[src/rtl/bitser_pkg.sv]
package bitser_pkg;

  typedef enum logic [1:0] {
    SEQ_IDLE = 2'd0,
    SEQ_RUN  = 2'd1,
    SEQ_DONE = 2'd2
  } seq_state_e;

endpackage

[src/rtl/bitser_shreg.sv]
module bitser_shreg #(
  parameter int WIDTH = 8
) (
  input  logic             clk,
  input  logic             rst_n,
  input  logic             en_i,
  input  logic             sel_par_i,
  input  logic [WIDTH-1:0] par_i,
  input  logic             ser_i,
  output logic [WIDTH-1:0] q_o
);

  logic [WIDTH-1:0] q_q;
  logic [WIDTH-1:0] q_d;

  // selector: 1 = parallel word, 0 = shift right with serial bit at the MSB
  always_comb begin
    if (sel_par_i) q_d = par_i;
    else           q_d = {ser_i, q_q[WIDTH-1:1]};
  end

  always_ff @(posedge clk or negedge rst_n) begin
    if (!rst_n)    q_q <= '0;
    else if (en_i) q_q <= q_d;
  end

  assign q_o = q_q;

endmodule

[src/rtl/bitser_fa_cell.sv]
module bitser_fa_cell (
  input  logic clk,
  input  logic rst_n,
  input  logic clr_i,
  input  logic en_i,
  input  logic a_i,
  input  logic b_i,
  output logic sum_o,
  output logic carry_q_o
);

  logic carry_q;
  logic carry_nxt;

  always_comb begin
    sum_o     = a_i ^ b_i ^ carry_q;
    carry_nxt = (a_i & b_i) | (a_i & carry_q) | (b_i & carry_q);
  end

  always_ff @(posedge clk or negedge rst_n) begin
    if (!rst_n)     carry_q <= 1'b0;
    else if (clr_i) carry_q <= 1'b0;
    else if (en_i)  carry_q <= carry_nxt;
  end

  assign carry_q_o = carry_q;

endmodule

[src/rtl/bitser_ctrl.sv]
module bitser_ctrl
  import bitser_pkg::*;
#(
  parameter int WIDTH = 8
) (
  input  logic clk,
  input  logic rst_n,
  input  logic start_i,
  input  logic load_a_i,
  input  logic load_b_i,
  output logic shift_a_o,
  output logic shift_b_o,
  output logic sel_a_o,
  output logic sel_b_o,
  output logic clr_carry_o,
  output logic carry_en_o,
  output logic busy_o,
  output logic done_o
);

  localparam int CNT_W = $clog2(WIDTH + 1);
  localparam logic [CNT_W-1:0] LAST_BIT = CNT_W'(WIDTH - 1);

  seq_state_e       state_q, state_d;
  logic             armed_q, armed_d;
  logic [CNT_W-1:0] cnt_q;
  logic             clr_cnt;
  logic             cnt_inc;

  always_comb begin
    state_d     = state_q;
    armed_d     = armed_q;
    sel_a_o     = 1'b1;
    sel_b_o     = 1'b1;
    shift_a_o   = 1'b0;
    shift_b_o   = 1'b0;
    clr_carry_o = 1'b0;
    clr_cnt     = 1'b0;
    cnt_inc     = 1'b0;
    carry_en_o  = 1'b0;
    if (!start_i) armed_d = 1'b1;
    unique case (state_q)
      SEQ_IDLE: begin
        if (start_i && armed_q) begin
          state_d     = SEQ_RUN;
          armed_d     = 1'b0;
          clr_carry_o = 1'b1;
          clr_cnt     = 1'b1;
          sel_a_o     = 1'b0;
          sel_b_o     = 1'b0;
        end else begin
          shift_a_o = load_a_i;
          shift_b_o = load_b_i;
        end
      end
      SEQ_RUN: begin
        sel_a_o    = 1'b0;
        sel_b_o    = 1'b0;
        shift_a_o  = 1'b1;
        shift_b_o  = 1'b1;
        carry_en_o = 1'b1;
        cnt_inc    = 1'b1;
        if (cnt_q == LAST_BIT) state_d = SEQ_DONE;
      end
      SEQ_DONE: state_d = SEQ_IDLE;
      default:  state_d = SEQ_IDLE;
    endcase
  end

  always_ff @(posedge clk or negedge rst_n) begin
    if (!rst_n) begin
      state_q <= SEQ_IDLE;
      armed_q <= 1'b1;
    end else begin
      state_q <= state_d;
      armed_q <= armed_d;
    end
  end

  always_ff @(posedge clk or negedge rst_n) begin
    if (!rst_n)       cnt_q <= '0;
    else if (clr_cnt) cnt_q <= '0;
    else if (cnt_inc) cnt_q <= cnt_q + 1'b1;
  end

  assign busy_o = (state_q == SEQ_RUN);
  assign done_o = (state_q == SEQ_DONE);

endmodule

[src/rtl/bitser_adder.sv]
module bitser_adder #(
  parameter int WIDTH = 8
) (
  input  logic             clk,
  input  logic             rst_n,
  input  logic             start_i,
  input  logic             load_a_i,
  input  logic             load_b_i,
  input  logic [WIDTH-1:0] data_a_i,
  input  logic [WIDTH-1:0] data_b_i,
  output logic [WIDTH-1:0] reg_a_o,
  output logic [WIDTH-1:0] reg_b_o,
  output logic             busy_o,
  output logic             done_o,
  output logic             carry_o
);

  logic [1:0] rst_sync_q;
  logic       rst_sync_n;
  logic       shift_a, shift_b, sel_a, sel_b;
  logic       clr_carry, carry_en, sum_bit;

  // asynchronous assertion, synchronous release
  always_ff @(posedge clk or negedge rst_n) begin
    if (!rst_n) rst_sync_q <= 2'b00;
    else        rst_sync_q <= {rst_sync_q[0], 1'b1};
  end
  assign rst_sync_n = rst_sync_q[1];

  bitser_ctrl #(.WIDTH(WIDTH)) u_ctrl (
    .clk        (clk),
    .rst_n      (rst_sync_n),
    .start_i    (start_i),
    .load_a_i   (load_a_i),
    .load_b_i   (load_b_i),
    .shift_a_o  (shift_a),
    .shift_b_o  (shift_b),
    .sel_a_o    (sel_a),
    .sel_b_o    (sel_b),
    .clr_carry_o(clr_carry),
    .carry_en_o (carry_en),
    .busy_o     (busy_o),
    .done_o     (done_o)
  );

  bitser_fa_cell u_fa (
    .clk      (clk),
    .rst_n    (rst_sync_n),
    .clr_i    (clr_carry),
    .en_i     (carry_en),
    .a_i      (reg_a_o[0]),
    .b_i      (reg_b_o[0]),
    .sum_o    (sum_bit),
    .carry_q_o(carry_o)
  );

  bitser_shreg #(.WIDTH(WIDTH)) u_reg_a (
    .clk      (clk),
    .rst_n    (rst_sync_n),
    .en_i     (shift_a),
    .sel_par_i(sel_a),
    .par_i    (data_a_i),
    .ser_i    (sum_bit),
    .q_o      (reg_a_o)
  );

  bitser_shreg #(.WIDTH(WIDTH)) u_reg_b (
    .clk      (clk),
    .rst_n    (rst_sync_n),
    .en_i     (shift_b),
    .sel_par_i(sel_b),
    .par_i    (data_b_i),
    .ser_i    (reg_b_o[0]),
    .q_o      (reg_b_o)
  );

endmodule

[config.mk]
export PLATFORM = sky130hd
export DESIGN_NAME = bitser_adder
export DESIGN_NICKNAME = d
export VERILOG_FILES = /design/src/rtl/bitser_pkg.sv /design/src/rtl/bitser_shreg.sv /design/src/rtl/bitser_fa_cell.sv /design/src/rtl/bitser_ctrl.sv /design/src/rtl/bitser_adder.sv
export SDC_FILE = /design/constraint.sdc
export NUM_CORES = 1
export LEC_CHECK = 0
export ABC_AREA = 1
export BUFFER_PORTS_ARGS = -buffer_cell sky130_fd_sc_hd__buf_4
export CORE_ASPECT_RATIO = 1.5
export CORE_MARGIN = 2
export CORE_UTILIZATION = 55
export DETAILED_ROUTE_END_ITERATION = 7
export GPL_TIMING_DRIVEN = 1
export HOLD_SLACK_MARGIN = 0.12
export PLACE_DENSITY = 0.91
export SLEW_MARGIN = 10
export SYNTH_ARGS = -nofsm -noshare
export SYNTH_HDL_FRONTEND = slang
export SYNTH_SLANG_ARGS = --single-unit
[constraint.sdc]
create_clock -name clk -period 1.33 [get_ports clk]
set_clock_uncertainty 0.05 [all_clocks]
set_input_delay 0.133 -clock clk [delete_from_list [all_inputs] [get_ports clk]]
set_output_delay 0.133 -clock clk [all_outputs]
set_load 0.01 [all_outputs]
Word-level counts from Yosys, hierarchy flattened
Cells that the tools add are included.
{ "totals": {"register_bits": 26, "latch_bits": 0, "ramBits": 0, "mem_bits_ro": 0, "inputBits": 21, "output_inout_bits": 19, "wordCells": 45, "memories": 0} }
{ "op_classes": {"addsub": 1, "multipliers": 0, "div": 0, "magnitude_cmp": 0, "eq_ne": 5, "shift": 0, "mux": 21, "n_bitwise": 7, "reduce_logical": 4} }
{ "op_table": {"columns": ["op", "count"], "rows": [
  ["8-bit 2-to-1 mux", 2],
  ["1-bit 2-to-1 mux", 11],
  ["4-bit 2-to-1 mux", 2],
  ["1-bit case mux with 2 select lines", 3],
  ["4-bit by 1-bit adder with 4-bit output, second input constant", 1],
  ["4-bit by 3-bit == test with 1-bit output, second input constant", 1],
  ["2-bit 2-to-1 mux", 2],
  ["2-bit by 1-bit != test with 1-bit output, second input constant", 2],
  ["2-bit case mux with 2 select lines", 1],
  ["1-bit bitwise AND", 3],
  ["2-bit by 1-bit == test with 1-bit output, second input constant", 1],
  ["2-bit == test, second input constant", 1],
  ["2-bit zero test", 1],
  ["1-bit bitwise OR", 2],
  ["2-bit AND reduction", 1],
  ["2-bit nonzero test", 1],
  ["1-bit bitwise XOR", 2],
  ["1-bit logical AND", 1]
]} }

Depth between registers and ports, before layout
Gate-level depths: netlist of run 1.
{ "depth": {"word_depth": 5, "ltp_mapped": 7, "depth_no_buf": 7} }

Cells and area by module
From an unflattened synthesis of run 1, not the netlist that was laid out.
{ "unflattened": {"cells_unflattened": 192, "area_unflattened_um2": 1408.9} }
{ "by_module_without_submodules": {"columns": ["mod", "n_inst", "cells_each", "area_per_inst_um2", "seq_area_each_um2"], "rows": [
  ["bitser_shreg", 2, 68, 459.2, 200.2],
  ["bitser_ctrl", 1, 46, 371.6, 176.4],
  ["bitser_fa_cell", 1, 7, 65.1, 25.0],
  ["bitser_adder", 1, 3, 53.8, 50.0]
]} }

Worst setup path after synthesis of run 1
Ideal clock, no wire load.
{ "synth_path": {"path_kind": "reg-to-reg", "from": "reg u_fa.carry_q, in the netlist u_fa.carry_q_o", "to": "reg u_reg_a.q_q[7], in the netlist u_reg_a.q_o[7]", "setup_time_ns": 0.118, "arrival_ns": 1.165, "required_ns": 1.162, "slack_ns": -0.003, "stages_incl_launch_ff": 6, "n_path_buf": 0, "synth_period_minus_slack_ns": 1.333, "cell_sequence": "dfrtp_1 > inv_1 > fa_1 > nand3_1 > nand3_1 > nand2_1"} }
{ "synth_between": {"elab_chain_len": 2} }
{ "synth_rtl": {"columns": ["element", "line", "source"], "rows": [
  ["start, declared", "bitser_fa_cell.sv:12", "logic carry_q;"],
  ["start signal, assigned", "bitser_fa_cell.sv:23", "else if (en_i) carry_q <= carry_nxt;"],
  ["1-bit bitwise XOR", "bitser_fa_cell.sv:16", "sum_o = a_i ^ b_i ^ carry_q;"],
  ["8-bit 2-to-1 mux", "bitser_shreg.sv:18", "if (sel_par_i) q_d = par_i;"],
  ["end signal, assigned", "bitser_shreg.sv:24", "else if (en_i) q_q <= q_d;"],
  ["end, declared", "bitser_shreg.sv:13", "logic [WIDTH-1:0] q_q;"]
]} }
No other way between the ends.
A chain may end at the register's enable or synchronous reset.

Final worst setup path of run 1
{ "layout_path": {"from": "reg u_ctrl.state_q[1]", "to": "out done_o"} }
{ "layout_between": {"elab_chain_len": 1} }
{ "layout_rtl": {"columns": ["element", "line", "source"], "rows": [
  ["start, declared", "bitser_ctrl.sv:24", "seq_state_e state_q, state_d;"],
  ["start signal, assigned", "bitser_ctrl.sv:75", "state_q <= state_d;"],
  ["2-bit == test", "bitser_ctrl.sv:87", "assign done_o = (state_q == SEQ_DONE);"],
  ["end, declared", "bitser_adder.sv:14", "output logic done_o,"]
]} }
No other way between the ends.

==> impl_metrics.csv, run 1 <==
group,metric,value,unit
status,status,"complete, no violations",
final_layout,fin_nets,281,
global_routing,grt_pass1_vias,1464,
floorplanning,die_w,45.84,µm
routing,remaining_drc_errors,0,
final_layout,antenna_cells,0,
min_path,hold_class,"reg2async",
floorplanning,initial_core_util,58.28,%
global_routing,grt_pass1_wl,5.975,mm
clocking,tritoncts,"built",
critical_path,arrival,1.13,ns
power,max-vdd-ir-drop,1.242,mV
synth,synth_ff_type,"dfrtp_1",
clocking,htreeDepth,1,
global_routing,grt_max_degree,25,
critical_path,endpoint_kind,"output port",
timing,hold_viol_final,0,
synth,synth_async_sr_flop_share,100.0,%
routing,postRouteAntennaNets,0,
place,globalplace.congestion,0.8185,
synth,yosys.area.top_type_share,43.33,%
timing,finalCritPeriodShare,99.07,%
global_routing,antenna_found_initial,0,
timing,slew_viol_final,0,
timing,rsz0062_at_grt,"yes",
timing,fin_crit,1.318,ns
routing,wl_per_cell,13.30,µm
power,p_per_area,2102,nW/µm²
clocking,clock_latency,0.34,ns
power,p_leak,1.172,nW
floorplanning,dieArea,3059,µm²
floorplanning,core,2477,µm²
synth,syn-instance-count,190,
synth,synth_edf_count,0,
critical_path,crit_type,"reg2out",
synth,syn_nets,213,
critical_path,start_kind,"flip-flop",
place,io_buffer_count,39,
floorplanning,io_pins,40,
global_routing,overflow,0,
final_layout,drive_above_1_share,27.63,%
routing,firstDrtPassIters,4,
run,maxCapViolCount,0,
critical_path,cp_max_fo,6,
clocking,root_buffer,"clkbuf_4",
clocking,cts.sinks,26,
routing,num_vias,1499,
synth,ys_ff_latch,26,
global_routing,grtUsageTotal,27.12,%
routing,totalWireLength,3.736,mm
critical_path,reg2reg_slack,0.02,ns
timing,timing.fmax,758.9,MHz
synth,yosysWarnings,0,
final_layout,finish.utilization,83.03,%
floorplanning,die_height,66.75,µm
synth,synth_area_per_cell,7.599,µm²
power,power.total,4.323,mW
clocking,clk_pin_slew,0.14,ns
clocking,cts_made_buffers,3,
clocking,ctsLongestPathBuffers,2,
synth,synth_area_leaders,"dfrtp_1, nand3_1, nand2_1",
synth,yosys.area.top_type,"dfrtp_1",
routing,drt_iter0_drc,40,
place,hpwl,2.297,mm
synth,synth.distinct_cells,21,
critical_path,cp.required,1.15,ns
final_layout,layout_commonest_cell,"buf_4",
routing,vias_per_cell,5.335,
timing,finalSetupViolCount,0,
floorplanning,core.rowCount,22,
final_layout,layout_common_cells,"buf_4, nand3_1, nand2_1, inv_1, dfrtp_1",
final_layout,synthToLayoutAreaGrowth,42.46,%
synth,syn_area,1444,µm²
synth,synth-seq-area-share,45.15,%
[metal layers]
| layer | track usage (%) | routed length, µm |
|---|---|---|
| met1 | 28.72 | 1353 |
| met2 | 46.83 | 2069 |
| met3 | 4.336 | 194 |
| met4 | 18.21 | 119 |
| met5 | 0 | 0 |
[sequential cells by signal, summed over array words and instances, names as in the netlist]
signal	flops
u_reg_b.q_o	8
rst_sync_q	2
u_ctrl.armed_q	1
u_fa.carry_q_o	1
u_ctrl.cnt_q	4
u_reg_a.q_o	8
u_ctrl.state_q	2
[final cells by class]
class | instances | area, µm²
well taps | 24 | 30.03
repair buffers | 72 | 598.1
multi-input cells | 117 | 595.6
clock buffers | 4 | 36.28
fillers | 134 | 420.4
inverters | 38 | 145.1
flip-flops and latches | 26 | 651.9
[power breakdown]
group,internal [mW],switching (mW),leakage [nW]
clock,0.168,0.246,0.0210
sequential,1.16,0.298,0.311
combinational,1.14,1.31,0.840
total,2.47,1.85,1.17
[worst max-delay path, stage by stage (launching register included)]
cell     delay [ns]
dfrtp_1        0.47
inv_4          0.15
nor2_2         0.04
buf_4          0.13
[through the flow]
step,hold slack (ns),cell area [µm²],setup WS [ns],setup TNS [ns],std cells
after floorplan,-0.2126,1444,0.06261,0,190
after global placement,-0.1346,1768,0.01297,0,254
after detailed placement,-0.1323,1768,0.003227,0,254
after CTS,0.1980,2029,0.006592,0,280
after global routing,0.2174,2057,-0.03643,-0.1144,281
final,0.1885,2057,0.01232,0,281
[synth_stat cells (2+ instances only)]
cell / count
buf_2: 2
buf_4: 4
buf_6: 3
dfrtp_1: 25
inv_1: 36
inv_2: 2
nand2_1: 46
nand2_2: 5
nand3_1: 49
nor2_1: 5
o21ai_1: 3
[worst paths after layout]
| path | startpoint | end | cells after the start |
|---|---|---|---|
| hold / removal | rst_sync_q[1] | u_reg_a.q_o[0] | 1 |
| min in group clk | load_a_i | u_reg_a.q_o[0] | 5 |
| max in group asynchronous | rst_n | rst_sync_q[0] | 3 |
| hold reg to reg | rst_sync_q[1] | u_reg_a.q_o[0] | 1 |
| setup / recovery | u_ctrl.state_q[1] | done_o | 3 |
| setup reg to reg | u_fa.carry_q_o | u_reg_a.q_o[7] | 5 |
[cell families after synthesis]
| family | after synthesis | synth area share, % |
|---|---|---|
| flip-flops | 26 | 45.15 |
| other | 1 | 0.2597 |
| AND/OR/NAND/NOR | 109 | 35.62 |
| AO/OA/AOI/OAI | 5 | 1.732 |
| adder cells (fa/ha/maj) | 2 | 2.253 |
| buffers and inverters | 47 | 14.99 |
[what timing repair did]
| action | 4_1_cts | 5_1_grt |
|---|---|---|
| pin swaps | 2 | 3 |
| hold endpoints to repair | 19 | 0 |
| endpoints found under the setup margin | 9 | 20 |
| hold buffers | 20 | 0 |
| resized for setup | 3 | 7 |
| buffers inserted | 2 | 1 |
Power figures use the tool's default switching activity.
==> inputs of run 2 (changes only) <==
--- a/config.mk
+++ b/config.mk
@@ -14,6 +14,7 @@
 export GPL_TIMING_DRIVEN = 1
 export HOLD_SLACK_MARGIN = 0.12
 export PLACE_DENSITY = 0.91
+export REMOVE_ABC_BUFFERS = 1
 export SLEW_MARGIN = 10
 export SYNTH_ARGS = -nofsm -noshare
 export SYNTH_HDL_FRONTEND = slang
==> impl_metrics.csv, run 2 (synthesis results as in run 1) <==
group,metric,value,unit
power,power.internal,2.476,mW
final_layout,fin_nets,282,
timing,fin_crit,1.300,ns
power,p_leak,1.192,nW
global_routing,antenna_found_initial,0,
power,clockPowerShare,9.4,%
floorplanning,core,2477,µm²
floorplanning,die_w,45.84,µm
timing,hold_viol_final,0,
clocking,htreeDepth,1,
status,status,"complete, no violations",
clocking,clock_latency,0.33,ns
critical_path,arrival,1.12,ns
routing,vias_per_cell,5.262,
power,swShare,43.57,%
global_routing,grt_pass1_wl,6.106,mm
global_routing,overflow,0,
run,maxCapViolCount,0,
floorplanning,die_height,66.75,µm
power,max-vdd-ir-drop,1.417,mV
critical_path,start_kind,"flip-flop",
final_layout,layout_common_cells,"nand3_1, buf_4, nand2_1, inv_1, dfrtp_1",
routing,totalWireLength,3.878,mm
critical_path,cp_max_fo,5,
clocking,root_buffer,"clkbuf_4",
timing,timing.fmax,769.2,MHz
clocking,ctsLongestPathBuffers,2,
min_path,hold_class,"reg2async",
clocking,clk_pin_slew,0.14,ns
global_routing,grt_pass1_vias,1466,
floorplanning,dieArea,3059,µm²
final_layout,antenna_cells,0,
power,p_switching,1.912,mW
power,p_per_area,2082,nW/µm²
timing,slew_viol_final,0,
place,placed_area,1788,µm²
routing,num_vias,1484,
clocking,tritoncts,"built",
final_layout,nFillCells,138,
routing,postRouteAntennaNets,0,
timing,finalCritPeriodShare,97.75,%
floorplanning,core.rowCount,22,
routing,remaining_drc_errors,0,
final_layout,finish.utilization,85.05,%
global_routing,grtUsageTotal,27.54,%
timing,finalSetupViolCount,0,
clocking,cts.sinks,26,
power,combinationalPowerShare,57.0,%
routing,drt_iter0_drc,47,
place,globalplace.congestion,0.8348,
floorplanning,io_pins,40,
critical_path,crit_type,"reg2out",
global_routing,grt_max_degree,25,
critical_path,cp.required,1.15,ns
power,power.share.sequential,33.5,%
routing,wl_per_cell,13.75,µm
final_layout,fin_area,2107,µm²
floorplanning,initial_core_util,58.28,%
routing,firstDrtPassIters,4,
final_layout,synthToLayoutAreaGrowth,45.93,%
final_layout,drive_above_1_share,28.29,%
clocking,cts_made_buffers,3,
place,hpwl,2.278,mm
timing,rsz0062_at_grt,"yes",
critical_path,endpoint_kind,"output port",
place,io_buffer_count,39,
[run 2: cell types whose count changed in the layout (fill, tap and decap cells not counted), moves of 2 or more]
cell,previous run,this run
dfrtp_1,25,23
inv_2,3,1
buf_12,0,2
dfrtp_2,0,2
[run 2: power by group through the flow]
stage                     clock (mW)  sequential, mW  combinational [mW]
final                          0.414            1.47                2.50
after global routing           0.460            1.52                2.82
after floorplan                    0            1.55                1.21
after global placement             0            1.44                2.22
after CTS                      0.411            1.44                2.38
after detailed placement           0            1.45                2.30
[run 2: area by class of cell]
type,instances,area (µm²),area share [%]
inverters,38,150.1,7.126
repair buffers,73,630.6,29.93
flip-flops and latches,26,654.4,31.06
clock buffers,4,36.28,1.722
multi-input cells,117,605.6,28.74
well taps,24,30.03,1.425
[run 2: stage by stage]
| stage | worst slack, ns | instances | TNS [ns] | hold WS (ns) | total power [mW] |
|---|---|---|---|---|---|
| after floorplan | -0.05452 | 181 | -0.2853 | -0.2126 | 2.760 |
| after global placement | 0.02719 | 255 | 0 | -0.1346 | 3.663 |
| after detailed placement | -0.01385 | 255 | -0.01385 | -0.1335 | 3.749 |
| after CTS | 0.003250 | 279 | 0 | 0.1920 | 4.239 |
| after global routing | -0.06241 | 282 | -0.2736 | 0.2108 | 4.795 |
| final | 0.02994 | 282 | 0 | 0.1901 | 4.388 |
[run 2: what timing repair did]
item / CTS / global route
hold endpoints to repair: 19 / 0
hold buffers: 20 / 0
buffers inserted: 0 / 3
setup endpoints to repair: 19 / 19
resized for setup: 5 / 11
pin swaps: 0 / 1
cloned: 0 / 0
[run 2: worst max-delay path: stages, from the launching register on]
cell      delay, ns
dfrtp_2        0.46
clkinv_4       0.12
nor2_2         0.09
buf_4          0.12
[run 2: layer usage]
| layer | part of all wire (%) | GRT usage [%] | vias up |
|---|---|---|---|
| li1 | - | - | 718 |
| met1 | 39 | 31.82 | 698 |
| met2 | 54 | 48.06 | 61 |
| met3 | 5.5 | 3.252 | 7 |
| met4 | 2.1 | 13.57 | 0 |
| met5 | 0 | 0 | - |
[run 2: final timing paths]
kind	from	to	slack, ns	depth (start not counted)
setup / recovery	u_ctrl.state_q[1]	done_o	0.03	3
hold / removal	rst_sync_q[1]	u_reg_b.q_o[4]	0.19	1
setup reg to reg	u_fa.carry_q_o	u_reg_a.q_o[7]	0.03	5
hold reg to reg	rst_sync_q[1]	u_reg_b.q_o[4]	0.19	1
max in group asynchronous	rst_n	rst_sync_q[1]	0.52	3
min in group clk	load_a_i	u_reg_a.q_o[7]	0.22	5
